[src/rtl/pwm_timer_pkg.sv]
`timescale 1ns/1ps
package pwm_timer_pkg;

    localparam int unsigned CNT_W     = 8;
    localparam int unsigned NUM_FLAGS = 2;
    localparam int unsigned FLAG_OVF  = 0;
    localparam int unsigned FLAG_CMP  = 1;

    typedef enum logic {
        DIR_DOWN = 1'b0,
        DIR_UP   = 1'b1
    } cnt_dir_e;

    typedef enum logic [1:0] {
        OM_OFF    = 2'b00,
        OM_RSVD   = 2'b01,
        OM_NONINV = 2'b10,
        OM_INV    = 2'b11
    } out_mode_e;

    // Level driven on a compare match; inv is the polarity bit of the mode.
    function automatic logic match_level(input logic inv, input cnt_dir_e d);
        return (d == DIR_UP) ? inv : ~inv;
    endfunction

    // Fixed level when the active compare sits at an end of the sweep.
    function automatic logic static_level(input logic inv, input logic at_max);
        return at_max ? ~inv : inv;
    endfunction

endpackage

[src/rtl/pwm_updown_counter.sv]
`timescale 1ns/1ps
module pwm_updown_counter
    import pwm_timer_pkg::*;
#(
    parameter int unsigned W = CNT_W
) (
    input  logic         clk,
    input  logic         rst,
    input  logic         tick,
    output logic [W-1:0] cnt,
    output cnt_dir_e     dir,
    output logic         at_bottom,
    output logic         at_top
);
    localparam logic [W-1:0] CNT_MIN = '0;
    localparam logic [W-1:0] CNT_MAX = '1;
    localparam logic [W-1:0] ONE     = W'(1);

    logic [W-1:0] cnt_q;
    cnt_dir_e     dir_q;

    assign at_bottom = (cnt_q == CNT_MIN);
    assign at_top    = (cnt_q == CNT_MAX);
    assign cnt       = cnt_q;
    assign dir       = dir_q;

    always_ff @(posedge clk) begin
        if (rst) begin
            cnt_q <= CNT_MIN;
            dir_q <= DIR_UP;
        end else if (tick) begin
            unique case (dir_q)
                DIR_UP: begin
                    if (at_top) begin
                        cnt_q <= cnt_q - ONE;
                        dir_q <= DIR_DOWN;
                    end else begin
                        cnt_q <= cnt_q + ONE;
                    end
                end
                DIR_DOWN: begin
                    if (at_bottom) begin
                        cnt_q <= cnt_q + ONE;
                        dir_q <= DIR_UP;
                    end else begin
                        cnt_q <= cnt_q - ONE;
                    end
                end
                default: begin
                    cnt_q <= cnt_q;
                    dir_q <= dir_q;
                end
            endcase
        end
    end

endmodule

[src/rtl/pwm_compare_out.sv]
`timescale 1ns/1ps
module pwm_compare_out
    import pwm_timer_pkg::*;
#(
    parameter int unsigned W = CNT_W
) (
    input  logic         clk,
    input  logic         rst,
    input  logic         tick,
    input  logic [W-1:0] cnt,
    input  cnt_dir_e     dir,
    input  logic         at_top,
    input  logic [W-1:0] cmp_in,
    input  logic [1:0]   mode,
    output logic [W-1:0] ocr_act,
    output logic         match_ev,
    output logic         pwm_out
);
    localparam logic [W-1:0] VAL_MIN = '0;
    localparam logic [W-1:0] VAL_MAX = '1;

    logic [W-1:0] ocr_q;
    logic         wave_q;
    logic         ocr_is_min;
    logic         ocr_is_max;

    assign ocr_act    = ocr_q;
    assign match_ev   = tick && (cnt == ocr_q);
    assign ocr_is_min = (ocr_q == VAL_MIN);
    assign ocr_is_max = (ocr_q == VAL_MAX);

    // Staged compare value moves to the active register at the sweep top only.
    always_ff @(posedge clk) begin
        if (rst) begin
            ocr_q <= VAL_MIN;
        end else if (tick && at_top) begin
            ocr_q <= cmp_in;
        end
    end

    always_ff @(posedge clk) begin
        if (rst) begin
            wave_q <= 1'b0;
        end else if (match_ev) begin
            wave_q <= match_level(mode[0], dir);
        end
    end

    always_comb begin
        if (!mode[1]) begin
            pwm_out = 1'b0;
        end else if (ocr_is_min || ocr_is_max) begin
            pwm_out = static_level(mode[0], ocr_is_max);
        end else begin
            pwm_out = wave_q;
        end
    end

endmodule

[src/rtl/pwm_event_flags.sv]
`timescale 1ns/1ps
module pwm_event_flags
    import pwm_timer_pkg::*;
#(
    parameter int unsigned N = NUM_FLAGS
) (
    input  logic         clk,
    input  logic         rst,
    input  logic [N-1:0] set_ev,
    input  logic [N-1:0] clr_w1,
    input  logic [N-1:0] ack,
    input  logic [N-1:0] ie,
    input  logic         gie,
    output logic [N-1:0] flag,
    output logic         irq
);
    logic [N-1:0] flag_q;

    for (genvar i = 0; i < N; i++) begin : g_flag
        always_ff @(posedge clk) begin
            if (rst) begin
                flag_q[i] <= 1'b0;
            end else if (set_ev[i]) begin
                flag_q[i] <= 1'b1;
            end else if (clr_w1[i] || ack[i]) begin
                flag_q[i] <= 1'b0;
            end
        end
    end

    assign flag = flag_q;
    assign irq  = gie && (|(flag_q & ie));

endmodule

[src/rtl/phase_correct_pwm.sv]
`timescale 1ns/1ps
module phase_correct_pwm
    import pwm_timer_pkg::*;
#(
    parameter int unsigned CNT_W = pwm_timer_pkg::CNT_W
) (
    input  logic             clk,
    input  logic             rst,
    input  logic             tick,
    input  logic [CNT_W-1:0] cmp_val,
    input  logic [1:0]       out_mode,
    input  logic             ovf_ie,
    input  logic             cmp_ie,
    input  logic             glob_ie,
    input  logic             ovf_clr,
    input  logic             cmp_clr,
    input  logic             ovf_ack,
    input  logic             cmp_ack,
    output logic             pwm_out,
    output logic             ovf_flag,
    output logic             cmp_flag,
    output logic             irq
);
    logic [CNT_W-1:0]     cnt_w;
    logic [CNT_W-1:0]     ocr_w;
    cnt_dir_e             dir_w;
    logic                 bottom_w;
    logic                 top_w;
    logic                 match_w;
    logic [NUM_FLAGS-1:0] set_v, clr_v, ack_v, ie_v, flag_v;

    pwm_updown_counter #(.W(CNT_W)) u_cnt (
        .clk       (clk),
        .rst       (rst),
        .tick      (tick),
        .cnt       (cnt_w),
        .dir       (dir_w),
        .at_bottom (bottom_w),
        .at_top    (top_w)
    );

    pwm_compare_out #(.W(CNT_W)) u_cmp (
        .clk      (clk),
        .rst      (rst),
        .tick     (tick),
        .cnt      (cnt_w),
        .dir      (dir_w),
        .at_top   (top_w),
        .cmp_in   (cmp_val),
        .mode     (out_mode),
        .ocr_act  (ocr_w),
        .match_ev (match_w),
        .pwm_out  (pwm_out)
    );

    always_comb begin
        set_v[FLAG_OVF] = tick && bottom_w;
        set_v[FLAG_CMP] = match_w;
        clr_v[FLAG_OVF] = ovf_clr;
        clr_v[FLAG_CMP] = cmp_clr;
        ack_v[FLAG_OVF] = ovf_ack;
        ack_v[FLAG_CMP] = cmp_ack;
        ie_v[FLAG_OVF]  = ovf_ie;
        ie_v[FLAG_CMP]  = cmp_ie;
    end

    pwm_event_flags #(.N(NUM_FLAGS)) u_flags (
        .clk    (clk),
        .rst    (rst),
        .set_ev (set_v),
        .clr_w1 (clr_v),
        .ack    (ack_v),
        .ie     (ie_v),
        .gie    (glob_ie),
        .flag   (flag_v),
        .irq    (irq)
    );

    assign ovf_flag = flag_v[FLAG_OVF];
    assign cmp_flag = flag_v[FLAG_CMP];

endmodule

[config.mk]
export PLATFORM = sky130hd
export DESIGN_NAME = phase_correct_pwm
export DESIGN_NICKNAME = d
export VERILOG_FILES = /design/src/rtl/pwm_timer_pkg.sv /design/src/rtl/pwm_updown_counter.sv /design/src/rtl/pwm_compare_out.sv /design/src/rtl/pwm_event_flags.sv /design/src/rtl/phase_correct_pwm.sv
export SDC_FILE = /design/constraint.sdc
export NUM_CORES = 1
export LEC_CHECK = 0
export BUFFER_PORTS_ARGS = -buffer_cell sky130_fd_sc_hd__buf_2
export CORE_ASPECT_RATIO = 0.9
export CORE_MARGIN = 4
export CORE_UTILIZATION = 49
export DETAILED_ROUTE_END_ITERATION = 6
export GPL_TIMING_DRIVEN = 1
export PLACE_DENSITY = 0.8
export SKIP_CTS_REPAIR_TIMING = 1
export SYNTH_ARGS = -nofsm -noshare
export SYNTH_HDL_FRONTEND = slang
export SYNTH_SLANG_ARGS = --single-unit
[constraint.sdc]
create_clock -name clk -period 2.14 [get_ports clk]
set_clock_uncertainty 0.15 [all_clocks]
set_input_delay 0.214 -clock clk [delete_from_list [all_inputs] [get_ports clk]]
set_output_delay 0.214 -clock clk [all_outputs]
set_load 0.005 [all_outputs]
Word-level counts from Yosys, hierarchy flattened
Cells that the tools add are included.

$add $sub $neg: 2. Equality and inequality tests: 3. Multiplexer cells: 14. Bitwise logic cells: 3. Reductions and logical operators: 12.

Operator list (number): $eq A8 B8 Y1 const B (2); $logic_not A8 Y1 (2); $mux W8 (2); $pmux W8 S2 (1); $mux W1 (10); $add A8 B1 Y8 const B (1); $eq A8 B8 Y1 (1); $sub A8 B1 Y8 const B (1); $logic_and A1 B1 Y1 (4); $reduce_bool A2 Y1 (2); $logic_or A1 B1 Y1 (3); $and A2 B2 Y2 (1); $not A1 Y1 (2); $pmux W1 S2 (1); $reduce_or A2 Y1 (1).

Bits in registers: 20. Bits of input ports: 20. Output and inout bits: 4.

Depth between registers and ports, before layout
Depth after elaboration: 4. Mapped depth: 8. Mapped depth without buffers: 7.

By module
From an unflattened synthesis, not the netlist that was laid out.

Cells, all modules: 155. Area, all modules: 1251.2 sq um.

Modules (own cells, without submodules): pwm_updown_counter (instances 1, cells an instance 80, area an instance 658.1 sq um, seq. area each 180.2 sq um); pwm_compare_out (instances 1, cells an instance 64, area an instance 498.0 sq um, seq. area each 180.2 sq um); pwm_event_flags (instances 1, cells an instance 10, area an instance 88.8 sq um, seq. area each 40.0 sq um); phase_correct_pwm (instances 1, cells an instance 1, area an instance 6.3 sq um, seq. area each 0.0 sq um).

Least setup slack after synthesis
Ideal clock, no wire load.

Path type: flip-flop to flip-flop. Start: register u_cnt.cnt_q[5], in the netlist u_cnt.cnt[5]. End: register u_cnt.cnt_q[2], in the netlist u_cnt.cnt[2]. Library setup time: 0.123 ns. Arrival: 1.941 ns. Required time: 1.867 ns. Slack: -0.074 ns. Cell stages (with the launch flop): 7. Path through: dfxtp_1 -> buf_6 -> or4_4 -> or3_4 -> mux2i_1 -> o22ai_1 -> mux2_1.

Cells in the longest elaborated chain, start to end: 3.

RTL lines: start, declared (line pwm_updown_counter.sv:19) `logic [W-1:0] cnt_q;`; start signal, assigned (line pwm_updown_counter.sv:35) `cnt_q <= cnt_q - ONE;`; start signal, assigned (line pwm_updown_counter.sv:38) `cnt_q <= cnt_q + ONE;`; start signal, assigned (line pwm_updown_counter.sv:43) `cnt_q <= cnt_q + ONE;`; $eq A8 B8 Y1 / $logic_not A8 Y1 (equally long branches) (line pwm_updown_counter.sv:23, pwm_updown_counter.sv:22); $mux W8, on equally long branches (line pwm_updown_counter.sv:34, pwm_updown_counter.sv:42); $pmux W8 S2 (*) (line pwm_updown_counter.sv:32) `unique case (dir_q)`.

Mark *: on every way between the ends. The rest lies on a longest branch, timed or not. A chain may end at the register's enable or synchronous reset.

Worst setup path in the final report
Start: register u_cnt.cnt_q[4], in the netlist u_cnt.cnt[4]. End: register u_cnt.cnt_q[2], in the netlist u_cnt.cnt[2].

The elaborated chain is that of the path after synthesis.

==> metrics.txt <==
total routing usage reported by global routing around a fifth; std cell rows 17; via count of the first global-routing pass approximately 1200; standby leakage power 0.626 nW; Cell Area, Synth 1240 um^2; Slowest cell on crit path sky130_fd_sc_hd__or4_4; DPL Wire Length between 2 and 2.5 mm; CTS tree built; y dimension of the die 55.8 um; placeable core area 2450 um^2; IR Drop Worst-Case VDD 0.380 mV; fill count 198; Boundary Pins 24; global-route wire length before repair roughly 5.3 mm; placer's final routability congestion estimate approximately 0.89; via count between 1000 and 1500; crit-path max FO 4; P per Cell Area between 500 and 600 nW/um^2; detailed-route vias per instance about 5.9; Pre-antenna DRT Iters 7; Slew @ Worst Pin about 480 ps; initial cell density of the core 50.8%; Post-Synth Adder-Cell Area just over 3%; run status finished with violations; post-synthesis share of cell area spent on xor and xnor gates 9.16%; Clk Latency, worst-skew pair about 300 ps; dominant delay contributor by cell family on the critical path simple AND/OR/NAND/NOR gates; die outline area between 3000 and 4000 um^2; final setup slack of the worst path -34.8 ps; final cell utilization of the core between 60% and 70%; maximum number of pins on one net before global-route repair 25; sequential element share of the synthesized area 32.2%; non-filler cells in the finished layout between 200 and 250; count of distinct cell types in the synthesized netlist 39; buffer and inverter count on the worst path 0; register bit count reported by yosys 20; data arrival time of the critical path 2230 ps; leading cell type in the layout, fill and taps excluded sky130_fd_sc_hd__buf_2; Mapped Nets 183; largest family of logic cells by synthesized area simple AND/OR/NAND/NOR gates; number of cells produced by synthesis 160; Hold Violations, Final 0; Mapped Avg Cell Area a little under 8 um^2; remaining routing DRC violations 1; clock edge transition at the registers on the reported setup and hold paths between 100 and 150 ps; maximum buffer depth of the clock tree 2; number of placed cells counting well taps between 200 and 250; post-place setup slack approximately 7.4 ps; Compound-Gate Fraction of Synth Area between 10% and 20%; overall die width about 61 um; Largest stage delay, worst path roughly 540 ps; violations in the final reports design-rule violations, negative setup slack; initial antenna violation count 0; number of clock sinks 20; total global routing overflow 0; proportion of synthesized area in mux cells around 4.2%; proportion of layout cells with a drive suffix above 1 24.2%; critical path class reg -> reg; ordered cell list for the critical path or4_4 > or3_4 > mux2i_1 > o22ai_1 > mux2_1; Finish-stage setup viols 2; Antenna Violating Nets Remaining 0; crit start category register; antenna cells 0; growth of design area from synthesis to finish 24.6%; Inserted Clock Buffers 3; Routed WL around 3.2 mm; Final Cycle Share 102%; max cap viols 0; average wire length per cell after detail routing 14.3 um; violation count after the first detailed-routing iteration slightly below 80; final-layout worst hold slack roughly 5.6 ps; crit path capture type register; depth of the CTS H-tree 1; final-report max-slew violation count 0; commonest non-fill, non-tap cells in the layout sky130_fd_sc_hd__buf_2, sky130_fd_sc_hd__nand2_1, sky130_fd_sc_hd__dfxtp_1; port bufs 23; max frequency about 460 MHz; class of the most critical hold timing path in -> reg; RSZ-0062 raised after global routing true; number of warning messages in the yosys log 0; Setup Total Neg Slack -62.4 ps; Synth Area in Simple Gates between 30% and 40%; number of nets in the final layout 218; worst endpoint required time between 2000 and 2500 ps; Relative slew margins between 60% and 70%; post-layout min period roughly 2200 ps; root cell of the clock tree sky130_fd_sc_hd__clkbuf_4
-- final timing paths --
| check | slack [ps] | cells after the start | end | startpoint |
|---|---|---|---|---|
| worst max-delay path | -30 | 5 | u_cnt.cnt[2]$_SDFFE_PP0P_ | u_cnt.cnt[4]$_SDFFE_PP0P_ |
| worst min-delay path | 6 | 4 | u_flags.flag[0]$_SDFFE_PP0P_ | ovf_clr |
| worst max register to register | -30 | 5 | u_cnt.cnt[2]$_SDFFE_PP0P_ | u_cnt.cnt[4]$_SDFFE_PP0P_ |
| worst min register to register | 330 | 2 | u_flags.flag[0]$_SDFFE_PP0P_ | u_flags.flag[0]$_SDFFE_PP0P_ |
-- worst register-to-register path, cell delays in order, from the launching register on --
cell and delay (ps):
sky130_fd_sc_hd__dfxtp_2 340, sky130_fd_sc_hd__or4_4 540, sky130_fd_sc_hd__or3_4 450, sky130_fd_sc_hd__mux2i_1 150, sky130_fd_sc_hd__o22ai_1 130, sky130_fd_sc_hd__mux2_1 330
-- Yosys cell counts --
| master | instances | area, um^2 |
|---|---|---|
| sky130_fd_sc_hd__a211oi_1 | 1 | 7.51 |
| sky130_fd_sc_hd__a21boi_0 | 2 | 15.0 |
| sky130_fd_sc_hd__a21oi_1 | 11 | 55.1 |
| sky130_fd_sc_hd__a22oi_1 | 2 | 15.0 |
| sky130_fd_sc_hd__a2bb2oi_1 | 1 | 8.76 |
| sky130_fd_sc_hd__a31oi_1 | 1 | 6.26 |
| sky130_fd_sc_hd__buf_1 | 1 | 3.75 |
| sky130_fd_sc_hd__buf_2 | 1 | 5.00 |
| sky130_fd_sc_hd__buf_6 | 1 | 11.3 |
| sky130_fd_sc_hd__clkbuf_1 | 6 | 22.5 |
| sky130_fd_sc_hd__clkbuf_2 | 1 | 5.00 |
| sky130_fd_sc_hd__dfxtp_1 | 20 | 400 |
| sky130_fd_sc_hd__ha_1 | 3 | 37.5 |
| sky130_fd_sc_hd__inv_1 | 4 | 15.0 |
| sky130_fd_sc_hd__mux2_1 | 2 | 22.5 |
| sky130_fd_sc_hd__mux2i_1 | 3 | 30.0 |
| sky130_fd_sc_hd__nand2_1 | 20 | 75.1 |
| sky130_fd_sc_hd__nand2b_1 | 3 | 18.8 |
| sky130_fd_sc_hd__nand3_1 | 15 | 75.1 |
| sky130_fd_sc_hd__nand4_1 | 5 | 31.3 |
| sky130_fd_sc_hd__nor2_1 | 13 | 48.8 |
| sky130_fd_sc_hd__nor2b_1 | 3 | 18.8 |
| sky130_fd_sc_hd__nor3_1 | 6 | 30.0 |
| sky130_fd_sc_hd__nor3b_1 | 2 | 15.0 |
| sky130_fd_sc_hd__nor4_1 | 4 | 25.0 |
| sky130_fd_sc_hd__o211a_1 | 1 | 10.0 |
| sky130_fd_sc_hd__o211ai_1 | 1 | 7.51 |
| sky130_fd_sc_hd__o21ai_0 | 4 | 20.0 |
| sky130_fd_sc_hd__o21ai_4 | 1 | 16.3 |
| sky130_fd_sc_hd__o21bai_1 | 2 | 15.0 |
| sky130_fd_sc_hd__o22ai_1 | 1 | 6.26 |
| sky130_fd_sc_hd__o32ai_1 | 1 | 8.76 |
| sky130_fd_sc_hd__or2_2 | 1 | 6.26 |
| sky130_fd_sc_hd__or3_4 | 1 | 11.3 |
| sky130_fd_sc_hd__or4_1 | 1 | 7.51 |
| sky130_fd_sc_hd__or4_4 | 1 | 11.3 |
| sky130_fd_sc_hd__or4b_1 | 1 | 10.0 |
| sky130_fd_sc_hd__xnor2_1 | 11 | 96.3 |
| sky130_fd_sc_hd__xor2_1 | 2 | 17.5 |
-- final cells by class --
| type | count | area (um^2) | share of cell area [%] |
|---|---|---|---|
| timing repair buffer | 40 | 256 | 16.6 |
| multi-input combinational | 126 | 786 | 50.8 |
| inverter | 4 | 15.0 | 0.970 |
| sequential | 20 | 403 | 26.0 |
| clock buffer | 3 | 22.5 | 1.46 |
| clock inverter | 1 | 30.0 | 1.94 |
| tap | 28 | 35.0 | 2.26 |
-- per-layer routing --
metal	up-vias	global-route usage (%)	share of wire, %
met5	-	0	0
met4	0	9.60	2.5
met3	13	2.78	8.0
met2	70	30.4	50
met1	599	27.1	40
li1	632	-	-
-- kinds of logic after synthesis --
logic type | after synthesis
AOI/OAI and AO/OA | 29
xor gates and xnor gates | 13
adders and majority gates | 3
buffers and inverters | 14
DFF | 20
muxes | 5
and+or+nand+nor | 76
-- stage by stage --
stage / area (um^2) / power (mW)
final: 1550 / 0.835
after global routing: 1550 / 0.883
after CTS: 1500 / 0.835
after detailed placement: 1440 / 0.522
after global placement: 1440 / 0.518
after floorplan: 1240 / 0.477
-- report_power, final --
group          switching [mW]  total (mW)  internal (mW)
clock network           0.123       0.312          0.189
registers             0.00682       0.388          0.381
logic                  0.0712       0.135         0.0639
total                   0.201       0.835          0.635
-- sequential cells by signal (all words and copies together), names as in the netlist --
| register | cells |
|---|---|
| u_cmp.ocr_act | 8 |
| u_cnt.cnt | 8 |
| u_flags.flag | 2 |
| u_cmp.wave_q | 1 |
| u_cnt.dir | 1 |
Note: power is estimated with default switching activity, not from simulation.
